### src/rtl/gpr_pkg.sv
package gpr_pkg;

  localparam int unsigned CFG_W     = 8;
  localparam int unsigned BANK_W    = 3;
  localparam logic [BANK_W-1:0] BANK_BUS = '0;

  typedef struct packed {
    logic [BANK_W-1:0] bank;
    logic              pden;
    logic              puen;
    logic              ie;
    logic              oe;
    logic              io;
  } pin_cfg_t;

  // New byte replaces the old one; the data bit is only taken with oe set.
  function automatic pin_cfg_t merge_cfg(pin_cfg_t cur, logic [CFG_W-1:0] wbyte);
    pin_cfg_t nxt;
    nxt = pin_cfg_t'(wbyte);
    if (!nxt.oe) nxt.io = cur.io;
    return nxt;
  endfunction

endpackage

### src/rtl/gpr_rst_sync.sv
module gpr_rst_sync (
  input  logic clk,
  input  logic arst_n,
  output logic srst_n
);
  logic [1:0] stage_q;
  logic [1:0] stage_d;

  always_comb stage_d = {stage_q[0], 1'b1};

  always_ff @(posedge clk or negedge arst_n) begin
    if (!arst_n) stage_q <= '0;
    else         stage_q <= stage_d;
  end

  assign srst_n = stage_q[1];
endmodule

### src/rtl/gpr_sync.sv
module gpr_sync #(
  parameter int unsigned W = 16
) (
  input  logic         clk,
  input  logic         rst_n,
  input  logic [W-1:0] din,
  output logic [W-1:0] dout
);
  logic [W-1:0] meta_q;
  logic [W-1:0] hold_q;

  always_ff @(posedge clk or negedge rst_n) begin
    if (!rst_n) begin
      meta_q <= '0;
      hold_q <= '0;
    end else begin
      meta_q <= din;
      hold_q <= meta_q;
    end
  end

  assign dout = hold_q;
endmodule

### src/rtl/gpr_cfg_regs.sv
module gpr_cfg_regs
  import gpr_pkg::*;
#(
  parameter int unsigned NPINS  = 16,
  parameter int unsigned DW     = 32,
  parameter int unsigned ADDR_W = 4
) (
  input  logic                   clk,
  input  logic                   rst_n,
  input  logic                   cyc,
  input  logic                   stb,
  input  logic                   we,
  input  logic [ADDR_W-1:0]      adr,
  input  logic [DW-1:0]          dat_w,
  input  logic [NPINS-1:0]       in_sync,
  output logic [DW-1:0]          dat_r,
  output logic                   ack,
  output pin_cfg_t [NPINS-1:0]   cfg_o
);
  localparam int unsigned PPR  = DW / CFG_W;
  localparam int unsigned ROWS = (NPINS + PPR - 1) / PPR;

  pin_cfg_t [NPINS-1:0] cfg_q;
  pin_cfg_t [NPINS-1:0] cfg_d;
  logic [NPINS-1:0]     wr_hit;
  logic [DW-1:0]        rd_sel;
  logic [DW-1:0]        dat_r_d;
  logic                 req;
  logic                 ack_d;
  logic                 oob;

  assign req = cyc & stb & ~ack;
  assign oob = (32'(adr) >= ROWS);

  // Next state of every configuration byte.
  always_comb begin
    for (int p = 0; p < NPINS; p++) begin
      wr_hit[p] = req & we & (adr == ADDR_W'(p / PPR));
      cfg_d[p]  = wr_hit[p] ? merge_cfg(cfg_q[p], dat_w[(p % PPR)*CFG_W +: CFG_W])
                            : cfg_q[p];
    end
  end

  // Readback row: stored bits 7:1, gated live input in bit 0.
  always_comb begin
    rd_sel = '0;
    for (int p = 0; p < NPINS; p++) begin
      if (adr == ADDR_W'(p / PPR))
        rd_sel[(p % PPR)*CFG_W +: CFG_W] = {cfg_q[p][CFG_W-1:1], cfg_q[p].ie & in_sync[p]};
    end
  end

  always_comb begin
    dat_r_d = (req & ~we) ? rd_sel : '0;
    ack_d   = req;
  end

  always_ff @(posedge clk or negedge rst_n) begin
    if (!rst_n) begin
      cfg_q <= '0;
      dat_r <= '0;
      ack   <= 1'b0;
    end else begin
      if (|wr_hit) cfg_q <= cfg_d;
      dat_r <= dat_r_d;
      ack   <= ack_d;
    end
  end

  assign cfg_o = cfg_q;

  // acknowledge one cycle after request, single-cycle pulse
  a_r11_ack_follows: assert property (@(posedge clk) disable iff (!rst_n)
    (cyc && stb && !ack) |=> ack);
  a_r11_ack_pulse: assert property (@(posedge clk) disable iff (!rst_n)
    ack |=> !ack);
  // out-of-range row touches nothing and reads zero
  a_r10_oob_no_effect: assert property (@(posedge clk) disable iff (!rst_n)
    (req && oob) |=> $stable(cfg_q));
  a_r10_oob_reads_zero: assert property (@(posedge clk) disable iff (!rst_n)
    (req && oob && !we) |=> (dat_r == '0));

  for (genvar p = 0; p < NPINS; p++) begin : g_chk
    // data bit kept when the written byte has oe clear
    a_r3_io_kept: assert property (@(posedge clk) disable iff (!rst_n)
      (wr_hit[p] && !dat_w[(p % PPR)*CFG_W + 1]) |=> (cfg_q[p].io == $past(cfg_q[p].io)));
    // writes to another row leave this pin alone
    a_r9_row_isolated: assert property (@(posedge clk) disable iff (!rst_n)
      (req && we && (adr != ADDR_W'(p / PPR))) |=> $stable(cfg_q[p]));
  end
endmodule

### src/rtl/gpr_pad_mux.sv
module gpr_pad_mux
  import gpr_pkg::*;
#(
  parameter int unsigned NPINS = 16,
  parameter int unsigned NB    = 3
) (
  input  logic                    clk,
  input  logic                    rst_n,
  input  pin_cfg_t [NPINS-1:0]    cfg,
  input  logic [NPINS-1:0]        in_sync,
  input  logic [NB*NPINS-1:0]     per_o,
  input  logic [NB*NPINS-1:0]     per_oe,
  input  logic [NB*NPINS-1:0]     per_ie,
  output logic [NB*NPINS-1:0]     per_i,
  output logic [NPINS-1:0]        pad_o,
  output logic [NPINS-1:0]        pad_oe,
  output logic [NPINS-1:0]        pad_ie,
  output logic [NPINS-1:0]        pad_pu,
  output logic [NPINS-1:0]        pad_pd
);
  always_comb begin
    per_i = '0;
    for (int p = 0; p < NPINS; p++) begin
      pad_pu[p] = cfg[p].puen;
      pad_pd[p] = cfg[p].pden;
      pad_o[p]  = 1'b0;
      pad_oe[p] = 1'b0;
      pad_ie[p] = 1'b0;
      if (cfg[p].bank == BANK_BUS) begin
        pad_o[p]  = cfg[p].io;
        pad_oe[p] = cfg[p].oe;
        pad_ie[p] = cfg[p].ie;
      end
      for (int b = 1; b <= NB; b++) begin
        if (cfg[p].bank == BANK_W'(b)) begin
          pad_o[p]  = per_o[(b-1)*NPINS + p];
          pad_oe[p] = per_oe[(b-1)*NPINS + p];
          pad_ie[p] = per_ie[(b-1)*NPINS + p];
          per_i[(b-1)*NPINS + p] = per_ie[(b-1)*NPINS + p] & in_sync[p];
        end
      end
    end
  end

  for (genvar p = 0; p < NPINS; p++) begin : g_chk
    logic [NB-1:0] sinks;
    for (genvar b = 0; b < NB; b++) begin : g_sink
      assign sinks[b] = per_i[b*NPINS + p];
    end
    // a pin's input reaches at most one peripheral port
    a_r6_single_sink: assert property (@(posedge clk) disable iff (!rst_n)
      $onehot0(sinks));
    // spare bank codes leave the pad undriven and unshared
    a_r7_spare_off: assert property (@(posedge clk) disable iff (!rst_n)
      (int'(cfg[p].bank) > NB) |-> (!pad_oe[p] && !pad_ie[p] && !pad_o[p] && (sinks == '0)));
  end
endmodule

### src/rtl/pinbank_gpio.sv
module pinbank_gpio #(
  parameter int unsigned NPINS  = 16,
  parameter int unsigned DW     = 32,
  parameter int unsigned ADDR_W = 4,
  parameter int unsigned NB     = 3
) (
  input  logic                 clk,
  input  logic                 rst_n,
  input  logic                 wb_cyc,
  input  logic                 wb_stb,
  input  logic                 wb_we,
  input  logic [ADDR_W-1:0]    wb_adr,
  input  logic [DW-1:0]        wb_dat_w,
  output logic [DW-1:0]        wb_dat_r,
  output logic                 wb_ack,
  input  logic [NPINS-1:0]     pad_in,
  output logic [NPINS-1:0]     pad_out,
  output logic [NPINS-1:0]     pad_oe,
  output logic [NPINS-1:0]     pad_ie,
  output logic [NPINS-1:0]     pad_pu,
  output logic [NPINS-1:0]     pad_pd,
  input  logic [NB*NPINS-1:0]  prph_out,
  input  logic [NB*NPINS-1:0]  prph_oe,
  input  logic [NB*NPINS-1:0]  prph_ie,
  output logic [NB*NPINS-1:0]  prph_in
);
  import gpr_pkg::*;

  logic                 srst_n;
  logic [NPINS-1:0]     in_sync;
  pin_cfg_t [NPINS-1:0] cfg;

  gpr_rst_sync u_rst (
    .clk    (clk),
    .arst_n (rst_n),
    .srst_n (srst_n)
  );

  gpr_sync #(.W(NPINS)) u_sync (
    .clk   (clk),
    .rst_n (srst_n),
    .din   (pad_in),
    .dout  (in_sync)
  );

  gpr_cfg_regs #(.NPINS(NPINS), .DW(DW), .ADDR_W(ADDR_W)) u_regs (
    .clk     (clk),
    .rst_n   (srst_n),
    .cyc     (wb_cyc),
    .stb     (wb_stb),
    .we      (wb_we),
    .adr     (wb_adr),
    .dat_w   (wb_dat_w),
    .in_sync (in_sync),
    .dat_r   (wb_dat_r),
    .ack     (wb_ack),
    .cfg_o   (cfg)
  );

  gpr_pad_mux #(.NPINS(NPINS), .NB(NB)) u_mux (
    .clk     (clk),
    .rst_n   (srst_n),
    .cfg     (cfg),
    .in_sync (in_sync),
    .per_o   (prph_out),
    .per_oe  (prph_oe),
    .per_ie  (prph_ie),
    .per_i   (prph_in),
    .pad_o   (pad_out),
    .pad_oe  (pad_oe),
    .pad_ie  (pad_ie),
    .pad_pu  (pad_pu),
    .pad_pd  (pad_pd)
  );
endmodule

### config.mk
export PLATFORM = sky130hd
export DESIGN_NAME = pinbank_gpio
export DESIGN_NICKNAME = d
export VERILOG_FILES = /design/src/rtl/gpr_pkg.sv /design/src/rtl/gpr_rst_sync.sv /design/src/rtl/gpr_sync.sv /design/src/rtl/gpr_cfg_regs.sv /design/src/rtl/gpr_pad_mux.sv /design/src/rtl/pinbank_gpio.sv
export SDC_FILE = /design/constraint.sdc
export NUM_CORES = 1
export LEC_CHECK = 0
export ABC_AREA = 0
export BUFFER_PORTS_ARGS = -buffer_cell sky130_fd_sc_hd__buf_2
export CORE_ASPECT_RATIO = 2
export CORE_MARGIN = 2
export CORE_UTILIZATION = 40
export CTS_BUF_LIST = sky130_fd_sc_hd__clkbuf_2 sky130_fd_sc_hd__clkbuf_4 sky130_fd_sc_hd__clkbuf_8
export DETAILED_ROUTE_END_ITERATION = 7
export PLACE_DENSITY_LB_ADDON = 0.3
export SYNTH_ARGS = -nofsm -noshare
export SYNTH_HDL_FRONTEND = slang
export SYNTH_SLANG_ARGS = --single-unit
### constraint.sdc
create_clock -name clk -period 5.9 [get_ports clk]
set_input_delay 0.295 -clock clk [delete_from_list [all_inputs] [get_ports clk]]
set_output_delay 0.295 -clock clk [all_outputs]
set_load 0.02 [all_outputs]
==> results of run 1 <==
[synthesized netlist by cell type (all sizes together)]
cell,n,area share (%)
a2111oi,3,0.32
a211oi,11,0.82
a21bo,16,1.6
a21oi,3,0.15
a311oi,16,1.4
and3b,5,0.44
and4,5,0.44
and4b,11,1.1
and4bb,1,0.12
buf,53,3.6
clkbuf,35,1.3
conb,1,0.037
dfrtp,195,49
mux2,166,19
mux4,38,8.5
nand2,19,0.86
nand2b,11,0.68
nand3,16,0.80
nand3b,11,0.82
nand4b,11,0.96
nand4bb,1,0.11
nor2,61,2.3
nor2b,54,3.4
nor3,1,0.050
nor4,1,0.21
nor4b,2,0.47
o22ai,27,1.7
or3,2,0.12
or3b,1,0.087
[worst paths after layout]
kind	from	to	cells after the start
min in group asynchronous	rst_n	u_rst.stage_q[1]	2
setup / recovery	u_regs.ack	u_regs.cfg_o[4]	3
hold / removal	wb_cyc	u_regs.ack	3
setup reg to reg	u_regs.ack	u_regs.cfg_o[4]	3
hold reg to reg	u_sync.meta_q[1]	u_sync.dout[1]	0
max in group asynchronous	u_rst.stage_q[1]	u_regs.cfg_o[44]	1
[report_power, final]
group	total [mW]	internal, mW	leakage [nW]	switching (mW)
combinational	0.768	0.402	3.64	0.366
clock	0.950	0.482	0.222	0.468
sequential	1.63	1.45	2.58	0.179
[state kept, by name, summed over array words and instances (netlist names)]
| signal | cells |
|---|---|
| u_regs.cfg_o | 128 |
| u_regs.dat_r | 32 |
| u_regs.ack | 1 |
| u_sync.dout | 16 |
| u_sync.meta_q | 16 |
| u_rst.stage_q | 2 |
[stage by stage]
stage | instances | instance area [um2] | util [%]
finish | 1441 | 12400 | 49.9
global route | 1438 | 12400 | 49.9
CTS | 1437 | 12400 | 49.8
detailed placement | 1390 | 11800 | 47.5
global placement | 1390 | 11800 | 47.5
floorplan | 777 | 10100 | -
[placed cells by master (no fill, tap or decap), types with 2 or more instances in the layout]
master         netlist  final
a2111oi_0            2      2
a211oi_1            11     11
a21bo_2             16     16
a21oi_1              3      3
a311oi_1            16     16
and3b_1              5      5
and4_1               5      5
and4b_1             11     11
buf_2               12    360
buf_4               34      5
bufinv_16            0      4
clkbuf_8             0     19
clkinv_2             0      4
clkinv_4             0      2
dfrtp_1            195    194
diode_2              0      4
dlygate4sd3_1        0     17
mux2_2             150    150
mux2_4              16     16
mux4_2              38     38
nand2_1             15     15
nand2_2              3      3
nand2b_1            11     11
nand3_1             16     16
nand3b_1            11     11
nand4b_1            11     11
nor2_1              61     61
nor2b_1             54     54
nor4b_4              2      2
o22ai_1             27     27
[area by class of cell]
cell class	instances	area share, %
flip-flops and latches	195	39.3
multi-input cells	494	37.7
repair buffers	382	16.2
well taps	336	3.38
clock buffers	20	2.16
clock inverters	10	1.27
diodes	4	0.0805
[layer usage]
| metal | wire [um] | global-route usage (%) |
|---|---|---|
| met1 | 11100 | 25.0 |
| met2 | 17900 | 45.2 |
| met3 | 1450 | 4.70 |
| met4 | 839 | 9.23 |
| met5 | 13 | 0 |
[cell families after synthesis]
| logic type | Yosys count | synth area share (%) |
|---|---|---|
| AO/OA/AOI/OAI | 76 | 5.96 |
| buffers and inverters | 88 | 4.92 |
| flip-flops | 195 | 48.5 |
| multiplexers | 204 | 27.7 |
| other | 1 | 0.0373 |
| AND/OR/NAND/NOR | 213 | 12.9 |
[worst reg2reg max path, stage by stage, from the launching register on]
cell	delay [ns]
dfrtp_1	0.41
and4b_1	0.80
nand2_2	0.73
mux2_2	0.52
==> flow_metrics.env, run 1 <==
export IMPL_whs_ns=0.0452
export IMPL_post_route_min_period_ns=2.57
export IMPL_drv_slew=0
export IMPL_p_per_area_nw_per_um2=269
export IMPL_wire_per_inst_um=21.7
export IMPL_drt_wl_total_um=31200
export IMPL_htreeDepth=4
export IMPL_via_per_inst=5.27
export IMPL_outcome="finished clean"
export IMPL_die_h_um=228
export IMPL_clk_latency_ns=0.50
export IMPL_drive_gt1_share_pct=56.9
export IMPL_cp_slowest_stage_delay_ns=0.80
export IMPL_max_freq_mhz=390
export IMPL_ys_ff_latch=195
export IMPL_worstMarginPinSlew_ns=0.989
export IMPL_cts_resized=0
export IMPL_grt_max_degree=78
export IMPL_crit_chain="and4b_1, nand2_2, mux2_2"
export IMPL_die_area_um2=26500
export IMPL_core_area_um2=24900
export IMPL_startpoint_type="flop"
export IMPL_nets=1291
export IMPL_grt_total_usage_pct=23.8
export IMPL_ys_seq_area_share_pct=48.5
export IMPL_synthCells=777
export IMPL_cts_hold_buf=17
export IMPL_grt_overflow=0
export IMPL_worstSetupPathType="reg -> reg"
export IMPL_finalSetupTns_ns=0
export IMPL_io_pins=362
export IMPL_clk_pin_slew_ns=0.09
export IMPL_regArea_um2=4880
export IMPL_clock_sinks=195
export IMPL_vdd_ir_drop_max_mv=0.189
export IMPL_fin_skew_ns=0.0118
export IMPL_required_ns=6.28
export IMPL_ys_types=36
export IMPL_multi_input_area_um2=4690
export IMPL_cts_post_setup_buffers_inserted=0
export IMPL_finalPower_mw=3.34
export IMPL_min_period_over_period_pct=43.5
export IMPL_netlist_area_um2=10100
export IMPL_start_util_pct=40.4
export IMPL_area_growth_pct=23.6
export IMPL_grt_pass1_vias=7998
export IMPL_crit_buf_inv=0
export IMPL_hold_violations=0
export IMPL_port_buffers=361
export IMPL_crit_fanout=28
export IMPL_drc=0
export IMPL_die_w_um=116
export IMPL_synth_nets=978
export IMPL_slew_headroom_pct=34.1
export IMPL_min_path_type="in -> reg"
export IMPL_r2r_setup_slack_ns=3.33
export IMPL_finalWorstSetupSlack_ns=3.33
export IMPL_tritoncts="yes"
export IMPL_crit_path_end_kind="flop"
export IMPL_crit_family="simple AND/OR/NAND/NOR gates"
export IMPL_yosys_warnings=0
export IMPL_vias=7597
export IMPL_pre_cts_slack_ns=2.98
export IMPL_clockBufferDepth=2
export IMPL_syn_area_per_cell_um2=12.9
export IMPL_grt_pass1_wl_um=46500
export IMPL_worst_ep_arrival_time_ns=2.95
export IMPL_cts_inserted_buffers=17
export IMPL_initialDrtViolationCount=366
export IMPL_maxCapViolations=0
export IMPL_setup_viol=0
export IMPL_antenna_left=0
export IMPL_cpMaxStageDelayCell="and4b_1"
export IMPL_rsz0062_at_grt="false"
export IMPL_power_leakage_nw=6.44
export IMPL_antenna_found_initial=6
export IMPL_globalplace_congestion=0.974
export IMPL_cts_root_buf="clkbuf_8"
export IMPL_n_fill_cell=2309
export IMPL_row_count=82
export IMPL_drtPass1Iterations=4
export IMPL_dp_hpwl_um=23400
(Power assumes the default switching activity.)
==> run 2: changes to the inputs <==
==> constraint.sdc (replaced) <==
create_clock -name clk -period 2.57 [get_ports clk]
set_input_delay 0.1285 -clock clk [delete_from_list [all_inputs] [get_ports clk]]
set_output_delay 0.1285 -clock clk [all_outputs]
set_load 0.02 [all_outputs]
==> run 2 against run 1 <==
Clock skew is essentially flat. Core utilization grew 2.4 points. Final area grew 4.8%. Cell count grew 3.3%. Sequential share of layout area shrank 1.8 points. Combinational power grew 140%. Clock-buffer cell count grew 1.
==> flow_metrics.env, run 2 (synthesized netlist as in run 1, its figures left out) <==
export IMPL_worstMarginPinSlew_ns=0.754
export IMPL_place_inst=1402
export IMPL_start_util_pct=40.4
export IMPL_maxCapViolations=0
export IMPL_nets=1336
export IMPL_hold_violations=0
export IMPL_tritoncts="yes"
export IMPL_drv_slew=0
export IMPL_post_route_min_period_ns=2.17
export IMPL_required_ns=2.97
export IMPL_die_h_um=228
export IMPL_grt_pass1_vias=8246
export IMPL_crit_fanout=9
export IMPL_max_freq_mhz=460
export IMPL_p_per_area_nw_per_um2=616
export IMPL_fin_skew_ns=0.0118
export IMPL_outcome="finished clean"
export IMPL_clock_sinks=195
export IMPL_hold_depth=3
export IMPL_vias=7888
export IMPL_worst_ep_arrival_time_ns=2.57
export IMPL_die_w_um=116
export IMPL_finalSetupTns_ns=0
export IMPL_rsz0062_at_grt="false"
export IMPL_antenna_found_initial=6
export IMPL_cts_root_buf="clkbuf_8"
export IMPL_min_period_over_period_pct=84.6
export IMPL_drc=0
export IMPL_grt_max_degree=67
export IMPL_slew_headroom_pct=49.8
export IMPL_clockBufferDepth=2
export IMPL_cts_inserted_buffers=17
export IMPL_grt_pass1_wl_um=48600
export IMPL_finalPower_mw=8.02
export IMPL_dp_hpwl_um=24800
export IMPL_startpoint_type="flop"
export IMPL_fin_cells=1488
export IMPL_via_per_inst=5.30
export IMPL_vdd_ir_drop_max_mv=0.418
export IMPL_initialDrtViolationCount=340
export IMPL_row_count=82
export IMPL_cts_post_setup_buffers_inserted=0
export IMPL_min_path_type="in -> reg"
export IMPL_final_cell_mix="buf_2, dfrtp_1, mux2_2"
export IMPL_worstSetupPathType="reg -> reg"
export IMPL_htreeDepth=4
export IMPL_rr_worst_depth=5
export IMPL_drtPass1Iterations=4
export IMPL_globalplace_congestion=0.903
export IMPL_crit_path_end_kind="flop"
export IMPL_fin_util_pct=52.3
export IMPL_drt_wl_total_um=32500
export IMPL_clk_latency_ns=0.50
export IMPL_core_area_um2=24900
export IMPL_antenna_left=0
export IMPL_port_buffers=361
export IMPL_power_leakage_nw=6.70
export IMPL_grt_overflow=0
export IMPL_wire_per_inst_um=21.9
export IMPL_final_common_cell="buf_2"
export IMPL_grt_total_usage_pct=24.9
export IMPL_largest_register_ffs=128
export IMPL_io_pins=362
export IMPL_setup_viol=0
export IMPL_clk_pin_slew_ns=0.10
export IMPL_die_area_um2=26500
export IMPL_area_growth_pct=29.5
export IMPL_drive_gt1_share_pct=55.8
run 2: critical path, cell delays in order (launching register included):
cell	delay, ns
dfrtp_1	0.40
and4b_1	0.48
buf_4	0.24
nand3_1	0.12
mux2_2	0.28
dlygate4sd3_1	0.55
run 2: what timing repair did:
item                      in CTS  in global routing
resized for setup              0                  0
hold endpoints to repair     131                  0
hold buffers                  50                  0
run 2: final cells by class:
type / instances / area, um2
antenna: 4 / 10.0
fill: 2240 / 11900
clock buffer: 21 / 277
multi-input combinational: 494 / 4690
tap: 336 / 420
timing repair buffer: 427 / 2530
clock inverter: 11 / 221
sequential: 195 / 4880
run 2: through the flow:
stage | hold slack (ns) | cell area [um2] | setup slack, ns
floorplan | -0.167 | 10100 | 0.576
global placement | -0.0860 | 12000 | 0.662
detailed placement | -0.0839 | 12000 | 0.611
CTS | 0.0104 | 13000 | 0.402
global route | 0.0142 | 13000 | 0.299
finish | 0.0317 | 13000 | 0.397
run 2: path summary, 6_finish.rpt:
check                                      start          endpoint  slack (ns)
worst max-delay path                  u_regs.ack   u_regs.cfg_o[8]        0.40
worst min-delay path                 wb_dat_w[1]  u_regs.cfg_o[64]        0.03
worst max register to register        u_regs.ack   u_regs.cfg_o[8]        0.40
worst min register to register  u_sync.meta_q[2]    u_sync.dout[2]        0.35
max in group asynchronous       u_rst.stage_q[1]  u_regs.cfg_o[67]        1.44
min in group asynchronous       u_rst.stage_q[1]    u_sync.dout[3]        0.40
run 2: power breakdown:
part | internal (mW) | switching, mW
logic | 0.975 | 0.856
registers | 3.32 | 0.425
clock network | 1.34 | 1.11
total | 5.63 | 2.39
run 2: per-layer routing:
layer | GRT usage, % | routed length [um]
met4 | 8.82 | 955
met5 | 0 | 27
met1 | 26.5 | 11800
met2 | 46.8 | 18500
met3 | 5.29 | 1340
==> run 3: changes to the inputs <==
==> constraint.sdc (replaced) <==
create_clock -name clk -period 2.2 [get_ports clk]
set_input_delay 0.11 -clock clk [delete_from_list [all_inputs] [get_ports clk]]
set_output_delay 0.11 -clock clk [all_outputs]
set_load 0.02 [all_outputs]
==> run 3 against run 2 <==
Worst setup slack worse by 0.28 ns. Clock power is 4% higher. Critical path depth is 2 lower. Via count is 0.10% lower. Power is 13% higher. Final area is 0.35% lower. Clock skew is 0.0023 ns higher. Die area stayed put. Global-route usage is 0.18 points higher. Worst hold slack better by 0.0046 ns. First-iteration DRC count is 1.2% lower. Register-to-register slack worse by 0.27 ns. Largest power group unchanged. Highest routed layer unchanged.
==> flow_metrics.env, run 3 (synthesized netlist as in run 1, its figures left out) <==
export IMPL_cts_post_setup_buffers_inserted=0
export IMPL_final_common_cell="buf_2"
export IMPL_min_period_over_period_pct=94.7
export IMPL_start_util_pct=40.4
export IMPL_cpMaxStageDelayCell="dfrtp_1"
export IMPL_drive_gt1_share_pct=55.9
export IMPL_crit_family="flip-flops"
export IMPL_drtPass1Iterations=5
export IMPL_r2r_end="u_regs.cfg_o[24]"
export IMPL_drt_wl_total_um=32700
export IMPL_rr_worst_depth=4
export IMPL_vias=7880
export IMPL_tritoncts="yes"
export IMPL_min_path_type="in -> reg"
export IMPL_cp_endpoint="pad_oe[10]"
export IMPL_drv_slew=0
export IMPL_clk_latency_ns=0.50
export IMPL_via_per_inst=5.29
export IMPL_hold_depth=3
export IMPL_grt_overflow=0
export IMPL_cp_slowest_stage_delay_ns=0.60
export IMPL_grt_pass1_wl_um=48600
export IMPL_vdd_ir_drop_max_mv=0.493
export IMPL_worstSetupPathType="reg -> out"
export IMPL_clk_pin_slew_ns=0.09
export IMPL_dp_hpwl_um=25200
export IMPL_die_area_um2=26500
export IMPL_seq_power_share_pct=48.3
export IMPL_maxCapViolations=0
export IMPL_drc=0
export IMPL_post_route_min_period_ns=2.08
export IMPL_grt_total_usage_pct=25.1
export IMPL_reg2reg_from="u_regs.ack"
export IMPL_port_buffers=361
export IMPL_die_w_um=116
export IMPL_power_leakage_nw=6.69
export IMPL_finalPower_mw=9.07
export IMPL_largest_register_ffs=128
export IMPL_nets=1342
export IMPL_outcome="finished clean"
export IMPL_final_cell_mix="buf_2, dfrtp_1, mux2_2"
export IMPL_crit_buf_inv=1
export IMPL_grt_pass1_vias=8126
export IMPL_clockPowerShare_pct=28.0
export IMPL_finalSetupTns_ns=0
export IMPL_slew_headroom_pct=58.7
export IMPL_clock_sinks=195
export IMPL_globalplace_congestion=0.908
export IMPL_io_pins=362
export IMPL_p_int_mw=6.25
export IMPL_whs_ns=0.0364
export IMPL_required_ns=2.09
export IMPL_die_h_um=228
export IMPL_htreeDepth=4
export IMPL_wire_per_inst_um=22.0
export IMPL_switching_power_mw=2.82
export IMPL_switching_share_pct=31.1
export IMPL_p_per_area_nw_per_um2=698
export IMPL_antenna_found_initial=3
export IMPL_fin_skew_ns=0.0141
export IMPL_crit_fanout=9
export IMPL_cts_resized=0
export IMPL_crit_start="u_regs.cfg_o[85]"
export IMPL_grt_max_degree=45
export IMPL_crit_path_end_kind="output port"
export IMPL_rsz0062_at_grt="false"
export IMPL_setup_viol=0
export IMPL_cts_root_buf="clkbuf_8"
export IMPL_clockBufferDepth=2
export IMPL_initialDrtViolationCount=336
export IMPL_antenna_left=0
export IMPL_core_area_um2=24900
export IMPL_hold_violations=0
export IMPL_worst_ep_arrival_time_ns=1.97
export IMPL_cts_inserted_buffers=17
export IMPL_cp_num_cells=3
export IMPL_row_count=82
export IMPL_p_comb_share_pct=23.7
export IMPL_startpoint_type="flop"
export IMPL_crit_chain="mux4_2, nor2b_1, buf_2"
export IMPL_worstMarginPinSlew_ns=0.620
export IMPL_max_freq_mhz=480
export IMPL_area_growth_pct=29.1
export IMPL_r2r_setup_slack_ns=0.13
-- run 3: cell types whose count changed in the layout (fill, tap and decap cells not counted), sizes merged --
cell | before | now
clkinv | 1 | 9
buf | 377 | 381
clkbuf | 21 | 17
diode | 4 | 1
bufinv | 6 | 4
dlygate4sd3 | 50 | 52
clkinvlp | 2 | 1
inv | 2 | 1
-- run 3: how the worst min path moves through the flow --
stage | slack, ns | from | end
after CTS | 0.002 | wb_dat_w[25] | u_regs.cfg_o[56]
after global placement | -0.10 | rst_n | u_rst.stage_q[0]
after detailed placement | -0.10 | rst_n | u_rst.stage_q[0]
after global routing | 0.02 | wb_dat_w[25] | u_regs.cfg_o[56]
after floorplan | -0.19 | rst_n | u_rst.stage_q[0]
final | 0.04 | wb_dat_w[25] | u_regs.cfg_o[56]
-- run 3: what timing repair did --
item,4_1_cts,5_1_grt
hold buffers,52,0
setup endpoints to repair,0,0
hold endpoints to repair,131,0
-- run 3: area by class of cell --
class / instances / area (um2)
tap: 336 / 420
sequential: 195 / 4880
fill: 2287 / 11900
multi-input combinational: 494 / 4690
clock inverter: 15 / 189
timing repair buffer: 433 / 2570
clock buffer: 17 / 234
antenna: 1 / 2.50
-- run 3: tightest hold or removal path, stage by stage --
cell	delay (ns)
buf_2	0.12
nand3_1	0.11
mux2_2	0.16
-- run 3: power by group through the flow --
stage	sequential [mW]	combinational, mW	clock [mW]
final	4.37	2.15	2.54
after global routing	4.44	2.31	2.72
after CTS	4.38	2.17	2.60
after detailed placement	4.45	2.09	0
after global placement	4.45	2.05	0
after floorplan	4.17	1.59	0
-- run 3: metrics by stage --
stage	std cells	area [um2]	worst slack (ns)	utilization (%)
2_1_floorplan	777	10100	0.206	-
3_3_place_gp	1406	12000	0.353	48.3
3_5_place_dp	1406	12000	0.299	48.3
4_1_cts	1490	13000	0.0870	52.1
5_1_grt	1490	13000	0.0206	52.1
6_report	1491	13000	0.117	52.1
-- run 3: layer usage --
| metal | GRT usage, % | vias up | wire, um |
|---|---|---|---|
| met2 | 48.0 | 283 | 19000 |
| met1 | 27.4 | 4004 | 11800 |
| li1 | - | 3554 | - |
| met4 | 6.62 | 4 | 612 |
| met5 | 0 | - | 27 |
| met3 | 4.65 | 35 | 1320 |
